## src/rtl/dscan_pkg.sv

```systemverilog
package dscan_pkg;
  localparam int DATA_W  = 8;
  localparam int WORD_W  = 2 * DATA_W;
  localparam int NIB_W   = DATA_W / 2;
  localparam int QTR_W   = DATA_W / 4;
  localparam int NUM_NIB = 3;
  localparam int FULL_POS   = 5;
  localparam int STOPLO_POS = 1;
  localparam int STOPHI_POS = 0;

  typedef enum logic { ST_IDLE, ST_WAIT } fix_state_t;

  typedef struct packed {
    logic [DATA_W-1:0] data;
    logic [DATA_W-1:0] mask;
    logic              full_bad;
    logic              stop_ok;
  } scan_info_t;

  // region 0 = lower, 1 = middle, 2 = upper
  function automatic int nib_start(int i);
    return i * (NIB_W / 2);
  endfunction

  function automatic int nib_par_pos(int i);
    case (i)
      0:       return 3;
      1:       return 2;
      default: return 4;
    endcase
  endfunction

  function automatic logic [DATA_W-1:0] quarter_mask(int k);
    logic [DATA_W-1:0] m;
    m = '0;
    m[k*QTR_W +: QTR_W] = '1;
    return m;
  endfunction

  function automatic logic [DATA_W-1:0] region_mask(logic [NUM_NIB-1:0] nb);
    case (nb)
      3'b000:  return '0;
      3'b001:  return quarter_mask(0);
      3'b011:  return quarter_mask(1);
      3'b110:  return quarter_mask(2);
      3'b100:  return quarter_mask(3);
      default: return '1;
    endcase
  endfunction
endpackage

```

## src/rtl/dscan_rst_sync.sv

```systemverilog
module dscan_rst_sync (
  input  logic clk,
  input  logic rst_n,
  output logic rst_q_n
);
  logic [1:0] sync_q;

  always_ff @(posedge clk or negedge rst_n) begin
    if (!rst_n) sync_q <= 2'b00;
    else        sync_q <= {sync_q[0], 1'b1};
  end

  assign rst_q_n = sync_q[1];
endmodule

```

## src/rtl/dscan_decode.sv

```systemverilog
module dscan_decode
  import dscan_pkg::*;
(
  input  logic [WORD_W-1:0] word_i,
  output scan_info_t        info_o
);
  logic [DATA_W-1:0]  data;
  logic [NUM_NIB-1:0] nib_bad;
  logic               full_bad;
  logic               unused_alarm;

  assign data         = word_i[WORD_W-1:DATA_W];
  assign full_bad     = (~^data) != word_i[FULL_POS];
  assign unused_alarm = ^word_i[7:6];

  for (genvar i = 0; i < NUM_NIB; i++) begin : g_nib
    assign nib_bad[i] = (~^data[nib_start(i) +: NIB_W]) != word_i[nib_par_pos(i)];
  end

  always_comb begin
    info_o.data     = data;
    info_o.full_bad = full_bad;
    info_o.mask     = full_bad ? region_mask(nib_bad) : '0;
    info_o.stop_ok  = !word_i[STOPLO_POS] && word_i[STOPHI_POS];
  end
endmodule

```

## src/rtl/dscan_merge.sv

```systemverilog
module dscan_merge
  import dscan_pkg::*;
(
  input  logic [DATA_W-1:0] d1_i,
  input  logic [DATA_W-1:0] m1_i,
  input  logic [DATA_W-1:0] d2_i,
  input  logic [DATA_W-1:0] m2_i,
  output logic [DATA_W-1:0] merged_o,
  output logic              overlap_o
);
  assign merged_o  = (d1_i & ~m1_i) | (d2_i & m1_i);
  assign overlap_o = |(m1_i & m2_i);
endmodule

```

## src/rtl/dscan_ctrl.sv

```systemverilog
module dscan_ctrl
  import dscan_pkg::*;
(
  input  logic              clk,
  input  logic              rst_n,
  input  logic              word_vld,
  input  scan_info_t        info_i,
  input  logic [DATA_W-1:0] merged_i,
  input  logic              overlap_i,
  output logic [DATA_W-1:0] d1_o,
  output logic [DATA_W-1:0] m1_o,
  output logic              rescan_req,
  output logic [DATA_W-1:0] byte_out,
  output logic              byte_vld,
  output logic              byte_fixed,
  output logic              link_fault,
  output logic              uncorrectable
);
  fix_state_t        st_q, st_d;
  logic [DATA_W-1:0] d1_q, m1_q, byte_q, byte_d;
  logic              d1_en, byte_en;
  logic              vld_q, vld_d, fix_q, fix_d;
  logic              resc_q, resc_d, flt_q, flt_d, unc_q, unc_d;

  always_comb begin
    st_d    = st_q;
    d1_en   = 1'b0;
    byte_en = 1'b0;
    byte_d  = info_i.data;
    vld_d   = 1'b0;
    fix_d   = 1'b0;
    resc_d  = 1'b0;
    flt_d   = 1'b0;
    unc_d   = 1'b0;
    if (word_vld) begin
      if (!info_i.stop_ok) begin
        flt_d = 1'b1;
        st_d  = ST_IDLE;
      end else if (st_q == ST_IDLE) begin
        if (!info_i.full_bad) begin
          byte_en = 1'b1;
          vld_d   = 1'b1;
        end else begin
          d1_en  = 1'b1;
          resc_d = 1'b1;
          st_d   = ST_WAIT;
        end
      end else begin
        st_d = ST_IDLE;
        if (overlap_i) begin
          unc_d = 1'b1;
        end else begin
          byte_en = 1'b1;
          byte_d  = merged_i;
          vld_d   = 1'b1;
          fix_d   = 1'b1;
        end
      end
    end
  end

  always_ff @(posedge clk or negedge rst_n) begin
    if (!rst_n) begin
      st_q   <= ST_IDLE;
      vld_q  <= 1'b0;
      fix_q  <= 1'b0;
      resc_q <= 1'b0;
      flt_q  <= 1'b0;
      unc_q  <= 1'b0;
    end else begin
      st_q   <= st_d;
      vld_q  <= vld_d;
      fix_q  <= fix_d;
      resc_q <= resc_d;
      flt_q  <= flt_d;
      unc_q  <= unc_d;
    end
  end

  always_ff @(posedge clk or negedge rst_n) begin
    if (!rst_n) begin
      d1_q <= '0;
      m1_q <= '0;
    end else if (d1_en) begin
      d1_q <= info_i.data;
      m1_q <= info_i.mask;
    end
  end

  always_ff @(posedge clk or negedge rst_n) begin
    if (!rst_n)       byte_q <= '0;
    else if (byte_en) byte_q <= byte_d;
  end

  assign d1_o          = d1_q;
  assign m1_o          = m1_q;
  assign rescan_req    = resc_q;
  assign byte_out      = byte_q;
  assign byte_vld      = vld_q;
  assign byte_fixed    = fix_q;
  assign link_fault    = flt_q;
  assign uncorrectable = unc_q;
endmodule

```

## src/rtl/dscan_fixer.sv

```systemverilog
module dscan_fixer
  import dscan_pkg::*;
(
  input  logic              clk,
  input  logic              rst_n,
  input  logic              word_vld,
  input  logic [WORD_W-1:0] word_in,
  output logic              rescan_req,
  output logic [DATA_W-1:0] byte_out,
  output logic              byte_vld,
  output logic              byte_fixed,
  output logic              link_fault,
  output logic              uncorrectable
);
  logic              rst_q_n;
  scan_info_t        info;
  logic [DATA_W-1:0] d1, m1, merged;
  logic              overlap;

  dscan_rst_sync u_rst (
    .clk     (clk),
    .rst_n   (rst_n),
    .rst_q_n (rst_q_n)
  );

  dscan_decode u_dec (
    .word_i (word_in),
    .info_o (info)
  );

  dscan_merge u_mrg (
    .d1_i      (d1),
    .m1_i      (m1),
    .d2_i      (info.data),
    .m2_i      (info.mask),
    .merged_o  (merged),
    .overlap_o (overlap)
  );

  dscan_ctrl u_ctl (
    .clk           (clk),
    .rst_n         (rst_q_n),
    .word_vld      (word_vld),
    .info_i        (info),
    .merged_i      (merged),
    .overlap_i     (overlap),
    .d1_o          (d1),
    .m1_o          (m1),
    .rescan_req    (rescan_req),
    .byte_out      (byte_out),
    .byte_vld      (byte_vld),
    .byte_fixed    (byte_fixed),
    .link_fault    (link_fault),
    .uncorrectable (uncorrectable)
  );
endmodule

```

## config.mk

```make
export PLATFORM = sky130hd
export DESIGN_NAME = dscan_fixer
export DESIGN_NICKNAME = d
export VERILOG_FILES = /design/src/rtl/dscan_pkg.sv /design/src/rtl/dscan_rst_sync.sv /design/src/rtl/dscan_decode.sv /design/src/rtl/dscan_merge.sv /design/src/rtl/dscan_ctrl.sv /design/src/rtl/dscan_fixer.sv
export SDC_FILE = /design/constraint.sdc
export NUM_CORES = 1
export LEC_CHECK = 0
export BUFFER_PORTS_ARGS = -buffer_cell sky130_fd_sc_hd__buf_2
export CAP_MARGIN = 10
export CORE_MARGIN = 5
export CORE_UTILIZATION = 43
export CTS_CLUSTER_DIAMETER = 50
export DETAILED_ROUTE_END_ITERATION = 6
export GPL_ROUTABILITY_DRIVEN = 0
export HOLD_SLACK_MARGIN = 0.02
export PLACE_DENSITY = 0.76
export RECOVER_POWER = 100
export SETUP_SLACK_MARGIN = 0.02
export SYNTH_ARGS = -nofsm -noshare
export SYNTH_HDL_FRONTEND = slang
export SYNTH_SLANG_ARGS = --single-unit
```

## constraint.sdc

```tcl
create_clock -name clk -period 1.4 [get_ports clk]
set_clock_uncertainty 0.2 [all_clocks]
set_input_delay 0.14 -clock clk [delete_from_list [all_inputs] [get_ports clk]]
set_output_delay 0.14 -clock clk [all_outputs]
set_load 0.05 [all_outputs]
```

==> results.sh <==
export IMPL_cts_hold_buffers_added=10
export IMPL_io_pins=32
export IMPL_io_buffers=29
export IMPL_cts_buffer_depth=2
export IMPL_worst_vdd_ir_uv=1230
export IMPL_die_height_microns=70.9
export IMPL_layout_nets=212
export IMPL_xor_and_xnor_area_share_after_synthesis_pct=16.5
export IMPL_violations_in_the_final_reports="hold timing, setup timing"
export IMPL_grt_pass1_wl_microns=6310
export IMPL_area_inside_the_core_boundary_sq_mm=0.00363
export IMPL_detail_route_iter0_violations=10
export IMPL_syn_area_per_cell_sq_um=13.6
export IMPL_timing_critical_path_fanout_max=5
export IMPL_pwr_density_cell_mw_per_mm2=1580
export IMPL_grt_antenna_before_repair=0
export IMPL_slowest_stage_cell_on_the_critical_path="sky130_fd_sc_hd__or3_4"
export IMPL_ant_nets=0
export IMPL_floorplan_die_width_microns=70.9
export IMPL_global_route_usage_total_pct=15.9
export IMPL_cts_buffers=3
export IMPL_max_stage_delay_ns=0.43
export IMPL_grt_max_degree=19
export IMPL_timing_final_ws_setup_ns=-1.09
export IMPL_multiInputGateArea_sq_um=986
export IMPL_setup_viol_count_final=25
export IMPL_global_route_overflow_total=0
export IMPL_finalInstanceArea_sq_mm=0.00236
export IMPL_post_dp_hpwl_microns=2760
export IMPL_end_kind="register"
export IMPL_final_layout_size_suffix_gt1_share_pct=64.4
export IMPL_syn_inst=117
export IMPL_r2r_end="u_ctl.byte_out[0]"
export IMPL_rr_startpoint="u_ctl.m1_o[5]"
export IMPL_post_synth_fa_ha_maj_area_fraction_pct=0
export IMPL_dp_worst_setup_slack_ns=-1.43
export IMPL_synth_cell_type_count=37
export IMPL_total_placed_instance_area_sq_mm=0.00205
export IMPL_crit_arrival_ns=2.46
export IMPL_cts_root_buffer="sky130_fd_sc_hd__clkbuf_8"
export IMPL_drc=0
export IMPL_mostFrequentLayoutCell="sky130_fd_sc_hd__buf_4"
export IMPL_layout_common_cells="sky130_fd_sc_hd__buf_4 (29), sky130_fd_sc_hd__dfrtp_1 (28), sky130_fd_sc_hd__mux2_2 (18)"
export IMPL_detail_route_vias_per_cell=5.04
export IMPL_post_drt_wl_per_cell_microns=16.5
export IMPL_power_static_leakage_nw=1.12
export IMPL_ys_ff_latch=28
export IMPL_crit_path_start_kind="input pin"
export IMPL_timing_max_cap_violations=0
export IMPL_rsz0062_at_grt="true"
export IMPL_first_global_vias=1352
export IMPL_period_share_pct=178
export IMPL_hold_worst_slack_ns=-0.0496
export IMPL_floorplan_die_area_sq_mm=0.00503
export IMPL_ff2ff_setup_slack_ns=-0.52
export IMPL_detail_route_first_pass_iterations=4
export IMPL_maximum_level_of_the_cts_h_tree=1
export IMPL_path_class="in -> reg"
export IMPL_fin_total_pwr_mw=3.73
export IMPL_vias=1205
export IMPL_crit_buf_inv=2
export IMPL_clkTransAtPathRegs_ns=0.09
export IMPL_drt_total_wl_microns=3930
export IMPL_layout_filler_cells=273
export IMPL_yosys_area_share_simple_pct=8.54
export IMPL_antennaDiodeCount=0
export IMPL_critical_path_top_delay_family="XOR/XNOR gates"
export IMPL_synth_area_sq_mm=0.00160
export IMPL_clkSinkCount=28
export IMPL_slew_viol_final=0
export IMPL_synth_area_mux_share_pct=21.6
export IMPL_timing_fmax_mhz=402
export IMPL_finalWorstPathRequiredPeriod_ns=2.49
export IMPL_cell_by_cell_trace_of_the_critical_path="buf_8 > xnor2_4 > xnor3_2 > or3_4 > a211oi_4 > o21ai_4 > and2_4 > o21a_1 > buf_6 > mux2_4"
export IMPL_result_of_the_run="finished, violations left"
export IMPL_finalHoldViolations=9
export IMPL_clk_insertion_delay_late_ns=0.27
export IMPL_r2r_cells=7
export IMPL_initial_cell_density_of_the_core_pct=43.9
export IMPL_sequential_area_sq_um=701
export IMPL_core_rowCount=22
export IMPL_synth_warnings=0
export IMPL_syn_num_nets=136
export IMPL_synth_compound_area_share_pct=7.37
export IMPL_min_delay_path_class="reg -> async"
export IMPL_seq_area_frac_synth_pct=43.9
export IMPL_tritoncts_clock_tree="done"
export IMPL_flow_area_growth_from_synthesis_pct=47.8
export IMPL_timing_critical_path_required_ns=1.37
export IMPL_largest_family_of_logic_cells_by_synthesized_area="multiplexers"
==> worst register-to-register path: stages, from the launching register on <==
cell                      delay [ns]
sky130_fd_sc_hd__dfrtp_1        0.41
sky130_fd_sc_hd__a22oi_2        0.22
sky130_fd_sc_hd__buf_4          0.15
sky130_fd_sc_hd__a21oi_1        0.08
sky130_fd_sc_hd__nor2_1         0.11
sky130_fd_sc_hd__o21a_1         0.20
sky130_fd_sc_hd__buf_6          0.15
sky130_fd_sc_hd__mux2_4         0.30
==> kinds of logic (layout without fill, tap and decap cells) <==
group,count (synthesis),count (layout)
XOR/XNOR,17,17
AND/OR/NAND/NOR,22,22
multiplexers,28,28
flip-flops,28,28
AO/OA/AOI/OAI,15,15
other,1,1
buffers and inverters,6,80
==> area by class of cell <==
class | count | share of cell area, %
inverter | 3 | 0.477
timing repair buffer | 74 | 23.8
multi-input combinational | 83 | 41.8
sequential | 28 | 29.7
clock buffer | 3 | 1.75
tap | 48 | 2.55
==> routing by layer <==
layer / share of wire [%] / GRT usage [%]
met5: 0 / 0
met2: 54 / 28.4
met3: 2.8 / 2.27
met4: 2.7 / 7.52
met1: 40 / 18.6
==> power by group <==
part	switching (mW)	leakage, nW	internal, mW
Sequential	0.199	0.346	1.11
Clock	0.243	0.0216	0.194
Combinational	1.05	0.749	0.937
Total	1.49	1.12	2.24
==> cell usage after synthesis (all sizes together) <==
library cell / count / area, sq um
mux2i: 1 / 10.0
and3: 1 / 7.51
a22oi: 1 / 7.51
nand4b: 2 / 17.5
xnor2: 9 / 97.6
o21a: 1 / 7.51
o21ai: 5 / 28.8
a21boi: 2 / 15.0
or3: 2 / 12.5
conb: 1 / 3.75
dfrtp: 28 / 701
nand3b: 2 / 15.0
o21ba: 1 / 10.0
or2: 1 / 6.26
a211oi: 1 / 12.5
xor2: 2 / 17.5
nand2: 2 / 7.51
nor2: 3 / 11.3
buf: 2 / 15.0
inv: 3 / 11.3
clkbuf: 1 / 3.75
nand4: 3 / 18.8
and4: 1 / 11.3
xnor3: 3 / 70.1
nor3: 1 / 5.00
nand3: 3 / 15.0
xor3: 3 / 78.8
o31ai: 1 / 21.3
mux2: 27 / 334
and2: 1 / 8.76
a21oi: 3 / 15.0
==> how the worst max path moves through the flow <==
stage	end	cells after the start	from	slack (ns)
after floorplan	u_ctl.byte_out[0]	9	word_in[11]	-1.13
after global placement	u_ctl.byte_out[2]	10	word_in[11]	-1.37
after detailed placement	u_ctl.byte_out[7]	10	word_in[11]	-1.43
after CTS	u_ctl.byte_out[7]	10	word_in[9]	-1.04
after global routing	u_ctl.byte_out[0]	10	word_in[8]	-1.14
final	u_ctl.byte_out[0]	10	word_in[8]	-1.09
==> repair_timing <==
| item | in CTS | in global routing |
|---|---|---|
| pin swaps | 6 | 12 |
| gates cloned | 0 | 1 |
| setup endpoints to repair | 25 | 25 |
| gates resized for setup | 15 | 21 |
| buffers inserted | 4 | 3 |
| endpoints found under the hold margin | 18 | 9 |
==> sequential cells by signal, summed over array words and instances (netlist names) <==
name                 count
u_ctl.byte_out           8
u_ctl.rescan_req         1
u_ctl.byte_fixed         1
u_ctl.uncorrectable      1
u_ctl.byte_vld           1
u_ctl.link_fault         1
u_ctl.m1_o               4
u_ctl.d1_o               8
u_ctl.st_q               1
u_rst.sync_q             2
==> through the flow <==
step / std cells / setup TNS [ns] / utilization, %
finish: 239 / -20.05 / 64.9
global route: 239 / -21.23 / 64.9
CTS: 236 / -19.67 / 62.8
detailed placement: 219 / -28.37 / 56.4
global placement: 219 / -27.51 / 56.4
floorplan: 117 / -20.93 / -
Power figures use the tool's default switching activity.
